[src/rtl/adc_rd_pkg.sv]
package adc_rd_pkg;
    typedef enum logic [2:0] {
        ST_IDLE,
        ST_LEAD,
        ST_HIGH,
        ST_LOW,
        ST_DONE
    } rd_state_e;
endpackage

[src/rtl/busy_edge_sync.sv]
module busy_edge_sync (
    input  logic clk,
    input  logic rst,
    input  logic busy_async,
    output logic busy_fall
);
    logic meta_q, sync_q, prev_q;

    always_ff @(posedge clk) begin
        if (rst) begin
            meta_q <= 1'b0;
            sync_q <= 1'b0;
            prev_q <= 1'b0;
        end else begin
            meta_q <= busy_async;
            sync_q <= meta_q;
            prev_q <= sync_q;
        end
    end

    assign busy_fall = prev_q & ~sync_q;
endmodule

[src/rtl/sclk_phase_timer.sv]
module sclk_phase_timer #(
    parameter int DIV_HALF = 2
) (
    input  logic clk,
    input  logic rst,
    input  logic run,
    output logic tick
);
    localparam int CNT_W = $clog2(DIV_HALF + 1);
    localparam logic [CNT_W-1:0] LAST = CNT_W'(DIV_HALF - 1);

    logic [CNT_W-1:0] cnt_q;

    assign tick = run && (cnt_q == LAST);

    always_ff @(posedge clk) begin
        if (rst || !run || tick) begin
            cnt_q <= '0;
        end else begin
            cnt_q <= cnt_q + 1'b1;
        end
    end
endmodule

[src/rtl/msb_shift_reg.sv]
module msb_shift_reg #(
    parameter int WIDTH = 16
) (
    input  logic             clk,
    input  logic             rst,
    input  logic             shift_en,
    input  logic             din,
    output logic [WIDTH-1:0] q
);
    always_ff @(posedge clk) begin
        if (rst) begin
            q <= '0;
        end else if (shift_en) begin
            q <= {q[WIDTH-2:0], din};
        end
    end
endmodule

[src/rtl/adc_burst_reader.sv]
module adc_burst_reader #(
    parameter int WORD_W   = 16,
    parameter int DIV_HALF = 2,
    parameter int N_DEV    = 2
) (
    input  logic              clk,
    input  logic              rst,
    input  logic              busy_in,
    input  logic              auto_start,
    input  logic              read_req,
    input  logic [N_DEV-1:0]  dev_sel,
    input  logic              sdata_in,
    output logic [N_DEV-1:0]  sclk_out,
    output logic [WORD_W-1:0] data_out,
    output logic              data_valid,
    output logic              irq_flag
);
    import adc_rd_pkg::*;

    localparam int BIT_W = $clog2(WORD_W + 1);
    localparam logic [BIT_W-1:0] LAST_BIT = BIT_W'(WORD_W - 1);

    rd_state_e          state_q, state_d;
    logic               busy_fall;
    logic               tick;
    logic               run;
    logic               start;
    logic               shift_en;
    logic               sclk_int;
    logic [BIT_W-1:0]   bit_cnt_q;
    logic [WORD_W-1:0]  shift_q;
    logic [WORD_W-1:0]  result_q;
    logic               irq_q;

    busy_edge_sync u_sync (
        .clk       (clk),
        .rst       (rst),
        .busy_async(busy_in),
        .busy_fall (busy_fall)
    );

    sclk_phase_timer #(.DIV_HALF(DIV_HALF)) u_timer (
        .clk (clk),
        .rst (rst),
        .run (run),
        .tick(tick)
    );

    msb_shift_reg #(.WIDTH(WORD_W)) u_shift (
        .clk     (clk),
        .rst     (rst),
        .shift_en(shift_en),
        .din     (sdata_in),
        .q       (shift_q)
    );

    assign start = (auto_start & busy_fall) | read_req;

    // state register
    always_ff @(posedge clk) begin
        if (rst) begin
            state_q <= ST_IDLE;
        end else begin
            state_q <= state_d;
        end
    end

    // next state
    always_comb begin
        state_d = state_q;
        unique case (state_q)
            ST_IDLE: if (start) state_d = ST_LEAD;
            ST_LEAD: if (tick)  state_d = ST_HIGH;
            ST_HIGH: if (tick)  state_d = (bit_cnt_q == LAST_BIT) ? ST_DONE : ST_LOW;
            ST_LOW:  if (tick)  state_d = ST_HIGH;
            ST_DONE:            state_d = ST_IDLE;
            default:            state_d = ST_IDLE;
        endcase
    end

    // outputs decoded from state
    always_comb begin
        run        = 1'b0;
        sclk_int   = 1'b0;
        data_valid = 1'b0;
        shift_en   = 1'b0;
        unique case (state_q)
            ST_IDLE: ;
            ST_LEAD: run = 1'b1;
            ST_HIGH: begin
                run      = 1'b1;
                sclk_int = 1'b1;
                shift_en = tick;
            end
            ST_LOW:  run = 1'b1;
            ST_DONE: data_valid = 1'b1;
            default: ;
        endcase
    end

    // bit counter, result and flag
    always_ff @(posedge clk) begin
        if (rst) begin
            bit_cnt_q <= '0;
            result_q  <= '0;
            irq_q     <= 1'b0;
        end else begin
            if (state_q == ST_IDLE) begin
                bit_cnt_q <= '0;
            end else if (shift_en) begin
                bit_cnt_q <= bit_cnt_q + 1'b1;
            end
            if (shift_en && (bit_cnt_q == LAST_BIT)) begin
                result_q <= {shift_q[WORD_W-2:0], sdata_in};
            end
            if (state_q == ST_IDLE) begin
                if (start) begin
                    irq_q <= 1'b0;
                end else if (busy_fall && !auto_start) begin
                    irq_q <= 1'b1;
                end
            end
        end
    end

    genvar gi;
    generate
        for (gi = 0; gi < N_DEV; gi++) begin : g_gate
            assign sclk_out[gi] = sclk_int & dev_sel[gi];
        end
    endgenerate

    assign data_out = result_q;
    assign irq_flag = irq_q;
endmodule

[config.mk]
export PLATFORM = sky130hd
export DESIGN_NAME = adc_burst_reader
export DESIGN_NICKNAME = d
export VERILOG_FILES = /design/src/rtl/adc_rd_pkg.sv /design/src/rtl/busy_edge_sync.sv /design/src/rtl/sclk_phase_timer.sv /design/src/rtl/msb_shift_reg.sv /design/src/rtl/adc_burst_reader.sv
export SDC_FILE = /design/constraint.sdc
export NUM_CORES = 1
export LEC_CHECK = 0
export BUFFER_PORTS_ARGS = -buffer_cell sky130_fd_sc_hd__buf_2
export CORE_MARGIN = 2
export CORE_UTILIZATION = 50
export CTS_CLUSTER_SIZE = 20
export DETAILED_ROUTE_END_ITERATION = 16
export PLACE_DENSITY = 0.71
export SLEW_MARGIN = 10
export SYNTH_ARGS = -nofsm -noshare
export SYNTH_HDL_FRONTEND = slang
export SYNTH_SLANG_ARGS = --single-unit
[constraint.sdc]
create_clock -name clk -period 2.6 [get_ports clk]
set_clock_uncertainty 0.2 [all_clocks]
set_input_delay 0.13 -clock clk [delete_from_list [all_inputs] [get_ports clk]]
set_output_delay 0.13 -clock clk [all_outputs]
set_load 0.005 [all_outputs]
==> results of run 1 <==
sequential cells by signal, indices dropped and copies added (netlist names):
name	flops
u_timer.cnt_q	2
state_q	3
u_sync.meta_q	1
u_sync.prev_q	1
u_shift.q	15
bit_cnt_q	5
irq_flag	1
u_sync.sync_q	1
data_out	16
layout make-up:
cell class / instances / area [sq um] / area share [%]
Inverter: 3 / 11.3 / 0.529
Sequential cell: 45 / 901 / 42.3
Clock inverter: 1 / 7.51 / 0.353
Tap cell: 48 / 60.1 / 2.82
Clock buffer: 6 / 82.6 / 3.88
Timing Repair Buffer: 34 / 200 / 9.40
Multi-Input combinational cell: 141 / 867 / 40.7
cells by family (layout without fill, tap and decap cells):
| group | count (synthesis) | after routing | synth area share, % |
|---|---|---|---|
| flops | 45 | 45 | 48.2 |
| simple gates | 95 | 95 | 27.5 |
| buf+inv | 16 | 44 | 5.36 |
| fa+ha+maj | 3 | 3 | 2.01 |
| xor+xnor | 1 | 1 | 0.469 |
| mux | 16 | 16 | 8.57 |
| compound gates | 26 | 26 | 7.84 |
layout by cell type, fill, tap and decap left out, types with 3 or more instances in the layout:
master / synthesis / routed
nand2b_1: 32 / 32
dlygate4sd3_1: 0 / 5
nor2b_1: 7 / 7
clkbuf_8: 0 / 6
inv_1: 3 / 3
a21oi_1: 18 / 18
buf_2: 4 / 27
o21ai_0: 3 / 3
ha_1: 3 / 3
nand2_1: 33 / 33
and2_1: 3 / 3
dfxtp_1: 45 / 45
mux2i_1: 16 / 16
nor2_1: 5 / 5
tightest hold or removal path: cells and delay by family:
| kind | cells | cell delay, ps |
|---|---|---|
| AO/OA/AOI/OAI | 2 | 380 |
| buffers and inverters | 1 | 90 |
metal layers:
layer | share of wire [%] | global-route usage, % | vias to the layer above | wire length [um]
met1 | 51 | 19.7 | 612 | 1500
met3 | 2.9 | 4.11 | 8 | 86
met4 | 2.3 | 8.59 | 0 | 68
met5 | 0 | 0 | - | 0
met2 | 44 | 25.1 | 17 | 1300
li1 | - | - | 721 | -
worst paths after layout:
check | end | slack (ps)
hold / removal | state_q[0]$_SDFFE_PP0P_ | 200
hold reg to reg | u_timer.cnt_q[0]$_SDFF_PP0_ | 230
setup / recovery | irq_flag$_SDFFE_PP0P_ | 430
setup reg to reg | bit_cnt_q[3]$_SDFFE_PP0P_ | 740
stage by stage:
step / worst slack (ps) / instance area (sq um) / total power, W / hold WS (ps)
after global routing: 335 / 2130 / 0.00124 / 244
after detailed placement: 737 / 1990 / 0.000768 / 148
after floorplan: 883 / 1870 / 0.000759 / 58.2
final: 434 / 2130 / 0.00119 / 196
after CTS: 454 / 2130 / 0.00120 / 196
after global placement: 770 / 1990 / 0.000769 / 151
power by group through the flow:
stage	logic (W)	registers (W)	clock network (W)
global route	0.0000610	0.000703	0.000478
finish	0.0000546	0.000702	0.000435
global placement	0.0000504	0.000718	0
CTS	0.0000549	0.000702	0.000447
floorplan	0.0000448	0.000714	0
detailed placement	0.0000501	0.000718	0
==> flow_metrics.tcl, run 1 <==
set metrics [dict create \
    outcome "finished clean" \
    place.gp.congestion 0.737 \
    wire_per_inst_um 10.6 \
    die_w_um 65.1 \
    timing.critical_path.from "auto_start" \
    crit_family "buffers and inverters" \
    internal-power_w 0.000933 \
    timing.final.crit_share_pct 83.3 \
    power_frac_seq_pct 58.9 \
    switchingPower_w 0.000258 \
    ctsRootBufferMaster "clkbuf_8" \
    die-area_sq_um 4240 \
    rsz0062_at_grt "no" \
    relSlewSlack_pct 49.9 \
    synth-edff-count 0 \
    slew_viol_final 0 \
    worst_setup_path_end_kind "register" \
    placedCellCount 266 \
    core_region_area_sq_um 3630 \
    drt_iter0_markers 56 \
    synth_ff_type "dfxtp_1" \
    avgSynthCellArea_sq_um 9.25 \
    route.detailed.drc 0 \
    critPathSlowestCell "dlygate4sd3_1" \
    cp-start-kind "primary input" \
    antennaDiodeCount 0 \
    yosysUniqueCellTypes 31 \
    dp_hpwl_mm 1.90 \
    vias 1358 \
    port_buffers 27 \
    critPathKind "in -> reg" \
    die_y_um 65.1 \
    synthCells 202 \
    rows 22 \
    yosys.area.top_type "dfxtp_1" \
    final_cells 278 \
    layout-drive-gt1-share_pct 17.0 \
    viasPerCell 4.88 \
    cts_max_path_buffers 2 \
    drtAntennaViolNets 0 \
    routed_wl_mm 2.95 \
    crit_top_cell "dlygate4sd3_1" \
    finalHoldViolCount 0 \
    cts.sinks 45 \
    critPathMaxFanout 2 \
    grt_max_degree 56 \
    p_leak_nw 0.778 \
    final.min_clock_period_ps 2170 \
    overflow 0 \
    hold_depth 3 \
    initial_utilization_pct 51.4 \
    combPwrFrac_pct 4.6 \
    crit_buf_inv 4 \
    synth_top_area_share_pct 48.2 \
    syn_area_sq_um 1870 \
    path_clk_slew_ps 80 \
    yosysWarnings 0 \
    utilization_pct 58.6 \
    cpPeakStageDelay_ps 560 \
    synth_commonest_cells "dfxtp_1, nand2_1, nand2b_1" \
    insertion_delay_ps 300 \
    antenna_found_initial 0 \
    p_per_area_nw_per_um2 559 \
    cts_setup_buffers 0 \
    syn_to_final_growth_pct 14.0 \
    syn_nets 213 \
    maxCapViolCount 0 \
    cts_tree "built" \
    setup_viol 0 \
    final_nets 241 \
    synthMostInstantiatedCell "dfxtp_1" \
    grt_pass1_wl_mm 5.18 \
    pwr-share-clk_pct 36.5 \
    reg2reg_depth 4 \
    hp-class "in -> reg" \
    gr-usage-all-layers_pct 15.9 \
    hp-start "read_req" \
    async_reset_ff_share_pct 0 \
    hold_buffers 5 \
    cts-resized-gates 0 \
    timing.rr.start "u_timer.cnt_q[0]$_SDFF_PP0_" \
    arrival_ps 2200 \
    peakVddDrop_v 0.000338 \
    first_global_vias 1221 \
    yosysSeqAreaShare_pct 48.2 \
    cp_num_cells 7 \
    worstMarginPinSlew_ps 751 \
    htreeDepth 2 \
    ios 28 \
    fmax_ghz 0.462 \
    yosys-top-cells-area "dfxtp_1, nand2b_1, mux2i_1, nand2_1, a21oi_1" \
    nFillCells 337 \
    synth-seq-cells 45 \
    path_cells "dlygate4sd3_1 -> buf_2 -> nor2_1 -> dlygate4sd3_1 -> nand3_1 -> o2bb2ai_1 -> dlygate4sd3_1" \
    drt-pass1-iter-count 4 \
    cp.required_ps 2640 \
    numCtsBuffers 5 \
    timing.setup.tns_ps 0 \
    swShare_pct 21.7 \
]
(Power assumes the default switching activity.)
==> run 2, diff against run 1 <==
ABC_AREA = 1   (was default)
PLACE_DENSITY = 0.72   (was 0.71)
clock period = 2.1 ns   (was 2.6 ns; I/O delays follow)
==> run 2 against run 1 <==
- critical endpoint is now data_out[10]$_SDFFE_PP0P_
- flip-flop and latch count unchanged
- first-iteration DRC count increased by 18%
- via count increased by 6.8%
- setup slack got worse by 56 ps
- die area decreased by 6.8%
- final area decreased by 4.5%
- count of clock-buffer cells in the layout unchanged
- area after synthesis decreased by 7.2%
- clock power increased by 20%
- total power increased by 52%
- largest cell class unchanged
- hold slack improved by 20 ps
==> flow_metrics.tcl, run 2 <==
set metrics [dict create \
    synth-edff-count 0 \
    viasPerCell 4.84 \
    hp-class "reg -> reg" \
    yosysUniqueCellTypes 22 \
    gr-usage-all-layers_pct 18.1 \
    final_nets 264 \
    timing.critical_path.from "bit_cnt_q[0]$_SDFFE_PP0P_" \
    critPathSlowestCell "dfxtp_1" \
    timing.rr.start "bit_cnt_q[0]$_SDFFE_PP0P_" \
    vias 1451 \
    layout_commonest_cell "nand2_1" \
    r2r-end "data_out[10]$_SDFFE_PP0P_" \
    hold_buffers 6 \
    antenna_found_initial 0 \
    final_cells 300 \
    drtAntennaViolNets 0 \
    syn_nets 231 \
    timing.setup.tns_ps 0 \
    outcome "finished clean" \
    critPathKind "reg -> reg" \
    synth-seq-cells 45 \
    rsz0062_at_grt "no" \
    largest_reg_flops 16 \
    htreeDepth 2 \
    drt-pass1-iter-count 4 \
    synth_top_area_share_pct 52.0 \
    antennaDiodeCount 0 \
    swShare_pct 28.6 \
    route.detailed.drc 0 \
    fmax_ghz 0.581 \
    placedCellCount 286 \
    first_global_vias 1376 \
    cts-resized-gates 0 \
    worstMarginPinSlew_ps 367 \
    finalHoldViolCount 0 \
    avgSynthCellArea_sq_um 7.88 \
    insertion_delay_ps 350 \
    grt_pass1_wl_mm 5.66 \
    die_y_um 62.9 \
    critPathMaxFanout 18 \
    initial_utilization_pct 51.9 \
    setup_viol 0 \
    timing.final.crit_share_pct 82.0 \
    final.min_clock_period_ps 1720 \
    power_frac_seq_pct 53.1 \
    yosysSeqAreaShare_pct 52.0 \
    reg2reg_depth 8 \
    finalPower_w 0.00181 \
    dp_slack_ps 388 \
    cp.required_ps 2130 \
    p_per_area_nw_per_um2 892 \
    ios 28 \
    overflow 0 \
    switchingPower_w 0.000518 \
    fin_ws_ps 378 \
    ctsRootBufferMaster "clkbuf_4" \
    core_region_area_sq_um 3340 \
    worst_setup_path_end_kind "register" \
    slew_viol_final 0 \
    layout-drive-gt1-share_pct 17.3 \
    cts_setup_buffers 0 \
    mostFrequentLayoutCells "nand2_1, dfxtp_1, a21oi_1" \
    synth_commonest_cells "nand2_1, dfxtp_1, a21oi_1" \
    rows 21 \
    internal-power_w 0.00130 \
    cts_max_path_buffers 2 \
    numCtsBuffers 5 \
    maxCapViolCount 0 \
    port_buffers 27 \
    drt_iter0_markers 66 \
    routed_wl_mm 3.13 \
    grt_max_degree 29 \
    path_clk_slew_ps 140 \
    syn_to_final_growth_pct 17.4 \
    pwr-share-clk_pct 28.7 \
    cp-start-kind "register" \
    r2r_slack_ps 380 \
    wire_per_inst_um 10.4 \
    combPwrFrac_pct 18.2 \
    cp-endpoint "data_out[10]$_SDFFE_PP0P_" \
    arrival_ps 1760 \
    dp_hpwl_mm 2.04 \
    p_leak_nw 0.857 \
    synth_ff_type "dfxtp_1" \
    place.gp.congestion 0.735 \
    peakVddDrop_v 0.000491 \
    yosys.area.top_type "dfxtp_1" \
    synthCells 220 \
    utilization_pct 61.0 \
    cts.sinks 45 \
    synthMostInstantiatedCell "nand2_1" \
    die_w_um 62.9 \
    syn_area_sq_um 1730 \
    cts_tree "built" \
    die-area_sq_um 3950 \
    cpPeakStageDelay_ps 350 \
    relSlewSlack_pct 75.5 \
    yosysWarnings 0 \
    path_cells "ha_1 -> nand2_1 -> nor2_1 -> ha_1 -> nand2_4 -> clkinv_4 -> nand2_1 -> a21oi_1" \
    async_reset_ff_share_pct 0 \
    yosys-top-cells-area "dfxtp_1, nand2_1, a21oi_1, inv_1, nor2_1" \
]
==> run 2: changes by cell type in the layout (fill, tap and decap cells not counted), sizes merged, moves of 6 or more <==
cell,before,now
inv,3,27
mux2i,16,0
nor2,5,23
o21ai,3,12
a21oi,18,32
nand2b,32,0
nand2,33,51
a211oi,1,7
nor2b,7,0
==> run 2: power by group through the flow <==
stage | sequential [W] | combinational [W] | clock, W
floorplan | 0.000975 | 0.000255 | 0
CTS | 0.000964 | 0.000331 | 0.000531
detailed placement | 0.000983 | 0.000322 | 0
global placement | 0.000981 | 0.000315 | 0
finish | 0.000964 | 0.000331 | 0.000520
global route | 0.000971 | 0.000383 | 0.000571
==> run 2: how the worst min path moves through the flow <==
| stage | startpoint | end | cells after the start |
|---|---|---|---|
| final | u_sync.meta_q$_SDFF_PP0_ | u_sync.sync_q$_SDFF_PP0_ | 2 |
| after global routing | u_sync.meta_q$_SDFF_PP0_ | u_sync.sync_q$_SDFF_PP0_ | 2 |
| after CTS | u_sync.meta_q$_SDFF_PP0_ | u_sync.sync_q$_SDFF_PP0_ | 2 |
| after detailed placement | busy_in | u_sync.meta_q$_SDFF_PP0_ | 3 |
| after global placement | busy_in | u_sync.meta_q$_SDFF_PP0_ | 3 |
| after floorplan | busy_in | u_sync.meta_q$_SDFF_PP0_ | 2 |
==> run 2: final cells by class <==
type,instances,area [sq um]
inverter,28,110
timing repair buffer,35,210
multi-input combinational,138,676
fill,327,1300
clock inverter,2,38.8
sequential,45,901
tap,46,57.6
clock buffer,6,41.3
==> run 2: kinds of logic (layout without fill, tap and decap cells) <==
logic type               Yosys count  in the layout  share of synthesized area [%]
XOR/XNOR                           1              1                          0.506
AO/OA/AOI/OAI                     51             51                           15.7
buffers and inverters             37             71                           9.03
flip-flops                        45             45                           52.0
adder cells (fa/ha/maj)            3              3                           2.17
AND/OR/NAND/NOR                   83             83                           20.6
==> run 2: routing by layer <==
layer / GRT usage (%) / share of wire [%]
met3: 4.32 / 3.2
met2: 30.6 / 48
met1: 20.8 / 46
met5: 0 / 0
met4: 10.0 / 2.9
==> run 2: worst max-delay path, delay by kind of cell, from the launching register on <==
kind | cells | cell delay [ps]
buffers and inverters | 1 | 160
AO/OA/AOI/OAI | 1 | 60
flip-flops | 1 | 350
AND/OR/NAND/NOR | 4 | 400
adder cells (fa/ha/maj) | 2 | 430
==> run 2: through the flow <==
step,hold slack (ps),cell area (sq um)
2_1_floorplan,12.0,1730
3_3_place_gp,102,1890
3_5_place_dp,116,1890
4_1_cts,222,2030
5_1_grt,250,2030
6_report,216,2030
==> run 3, diff against run 2 <==
ABC_AREA = 0   (was 1)
PLACE_DENSITY = 0.71   (was 0.72)
clock period = 1.7 ns   (was 2.1 ns; I/O delays follow)
==> run 3 against run 2 <==
- first-iteration DRC count is 20% lower
- register-to-register slack worse by 340 ps
- total power up 10%
- sequential power is 11% higher
- global-route usage is 0.13 points lower
- combinational power fell by 70%
- critical path depth down 2
- maximum frequency grew 3.8%
- utilization up 2.2 points
- largest cell class is now multi-input combinational cells
- flip-flop and latch count unchanged
==> flow_metrics.tcl, run 3 (same netlist as run 1, synthesis figures left out) <==
set metrics [dict create \
    outcome "finished clean" \
    die_w_um 65.1 \
    layout_commonest_cell "dfxtp_1" \
    vias 1432 \
    first_global_vias 1384 \
    ff_latch_area_sq_um 903 \
    holdWs_ps 232 \
    arrival_ps 1680 \
    mostFrequentLayoutCells "dfxtp_1, nand2_1, nand2b_1" \
    final.min_clock_period_ps 1660 \
    multi_input_area_sq_um 908 \
    layout-drive-gt1-share_pct 22.7 \
    switchingPower_w 0.000401 \
    numCtsBuffers 5 \
    power_frac_seq_pct 53.7 \
    final_nets 252 \
    final_cells 290 \
    critPathKind "reg -> reg" \
    wire_per_inst_um 11.9 \
    setup_viol 0 \
    syn_to_final_growth_pct 22.9 \
    hp-start "u_timer.cnt_q[0]$_SDFF_PP0_" \
    htreeDepth 2 \
    path_clk_slew_ps 80 \
    dpl-instance-area_sq_um 2050 \
    insertion_delay_ps 290 \
    route.detailed.drc 0 \
    gr-usage-all-layers_pct 17.9 \
    cts.sinks 45 \
    slew_viol_final 0 \
    pwr-share-clk_pct 41.2 \
    finalHoldViolCount 0 \
    worstMarginPinSlew_ps 373 \
    ctsRootBufferMaster "clkbuf_8" \
    timing.final.crit_share_pct 97.6 \
    peakVddDrop_v 0.000760 \
    largest_reg_flops 16 \
    grt_max_degree 49 \
    port_buffers 27 \
    fmax_ghz 0.603 \
    timing.rr.start "bit_cnt_q[1]$_SDFFE_PP0P_" \
    r2r_slack_ps 40 \
    dp_hpwl_mm 2.16 \
    hp-class "reg -> reg" \
    routed_wl_mm 3.44 \
    hold_depth 1 \
    rows 22 \
    viasPerCell 4.94 \
    reg2reg_depth 6 \
    cts_setup_buffers 0 \
    drtAntennaViolNets 0 \
    p_per_area_nw_per_um2 869 \
    placedCellCount 274 \
    relSlewSlack_pct 74.5 \
    initial_utilization_pct 51.4 \
    drt_iter0_markers 53 \
    utilization_pct 63.2 \
    internal-power_w 0.00159 \
    r2r-end "data_out[11]$_SDFFE_PP0P_" \
    final_area_sq_um 2300 \
    finalPower_w 0.00200 \
    core_region_area_sq_um 3630 \
    combPwrFrac_pct 5.0 \
    critPathMaxFanout 4 \
    swShare_pct 20.1 \
    cts_max_path_buffers 2 \
    grt_pass1_wl_mm 5.90 \
    overflow 0 \
    place.gp.congestion 0.762 \
    worst_setup_path_end_kind "register" \
    ios 28 \
    cp.required_ps 1720 \
    drt-pass1-iter-count 4 \
    maxCapViolCount 0 \
    nFillCells 333 \
    antenna_found_initial 0 \
    die_y_um 65.1 \
    cts_tree "built" \
    antennaDiodeCount 0 \
    cp-start-kind "register" \
    hold_end "u_timer.cnt_q[0]$_SDFF_PP0_" \
    p_leak_nw 0.846 \
    die-area_sq_um 4240 \
]
[run 3: what timing repair did]
| item | CTS | global route |
|---|---|---|
| setup endpoints to repair | 10 | 19 |
| hold buffers | 7 | 0 |
| endpoints found under the hold margin | 7 | 0 |
| pin swaps | 0 | 1 |
| gates resized for setup | 0 | 12 |
| gates cloned | 0 | 1 |
[run 3: worst max-delay path by stage]
stage	start	endpoint	slack (ps)	cells past startpoint
floorplan	bit_cnt_q[0]$_SDFFE_PP0P_	data_out[10]$_SDFFE_PP0P_	5	7
global placement	bit_cnt_q[0]$_SDFFE_PP0P_	state_q[2]$_SDFFE_PP0P_	60	6
detailed placement	bit_cnt_q[1]$_SDFFE_PP0P_	data_out[2]$_SDFFE_PP0P_	-6	6
CTS	bit_cnt_q[1]$_SDFFE_PP0P_	data_out[11]$_SDFFE_PP0P_	-30	6
global route	u_timer.cnt_q[0]$_SDFF_PP0_	bit_cnt_q[3]$_SDFFE_PP0P_	-7	5
finish	bit_cnt_q[1]$_SDFFE_PP0P_	data_out[11]$_SDFFE_PP0P_	40	6
[run 3: layer usage]
layer / global-route usage [%] / wire [um]
met1: 21.3 / 1600
met2: 29.9 / 1690
met3: 5.48 / 89
met4: 8.07 / 60
met5: 0 / 0
[run 3: metrics by stage]
step / setup TNS (ps) / setup slack (ps)
floorplan: 0 / 5.00
global placement: 0 / 57.8
detailed placement: -7.74 / -6.44
CTS: -108 / -26.1
global route: -6.71 / -6.71
finish: 0 / 41.3
[run 3: critical path: stages, from the launching register on]
cell	delay [ps]
dfxtp_2	360
ha_4	130
and3_4	190
ha_4	130
and3_4	210
buf_2	180
mux2i_1	200
[run 3: power groups by stage]
stage	Sequential (W)	Clock [W]	Combinational, W
6_report	0.00107	0.000823	0.000100
3_5_place_dp	0.00110	0	0.0000857
4_1_cts	0.00107	0.000840	0.0000982
2_1_floorplan	0.00109	0	0.0000686
5_1_grt	0.00107	0.000881	0.000110
3_3_place_gp	0.00110	0	0.0000856
[run 3: final cells by class]
type,count,area share (%)
Timing Repair Buffer,45,12.9
Inverter,3,0.490
Sequential cell,45,39.3
Multi-Input combinational cell,141,39.6
Tap cell,48,2.62
Clock inverter,1,1.31
Clock buffer,7,3.76
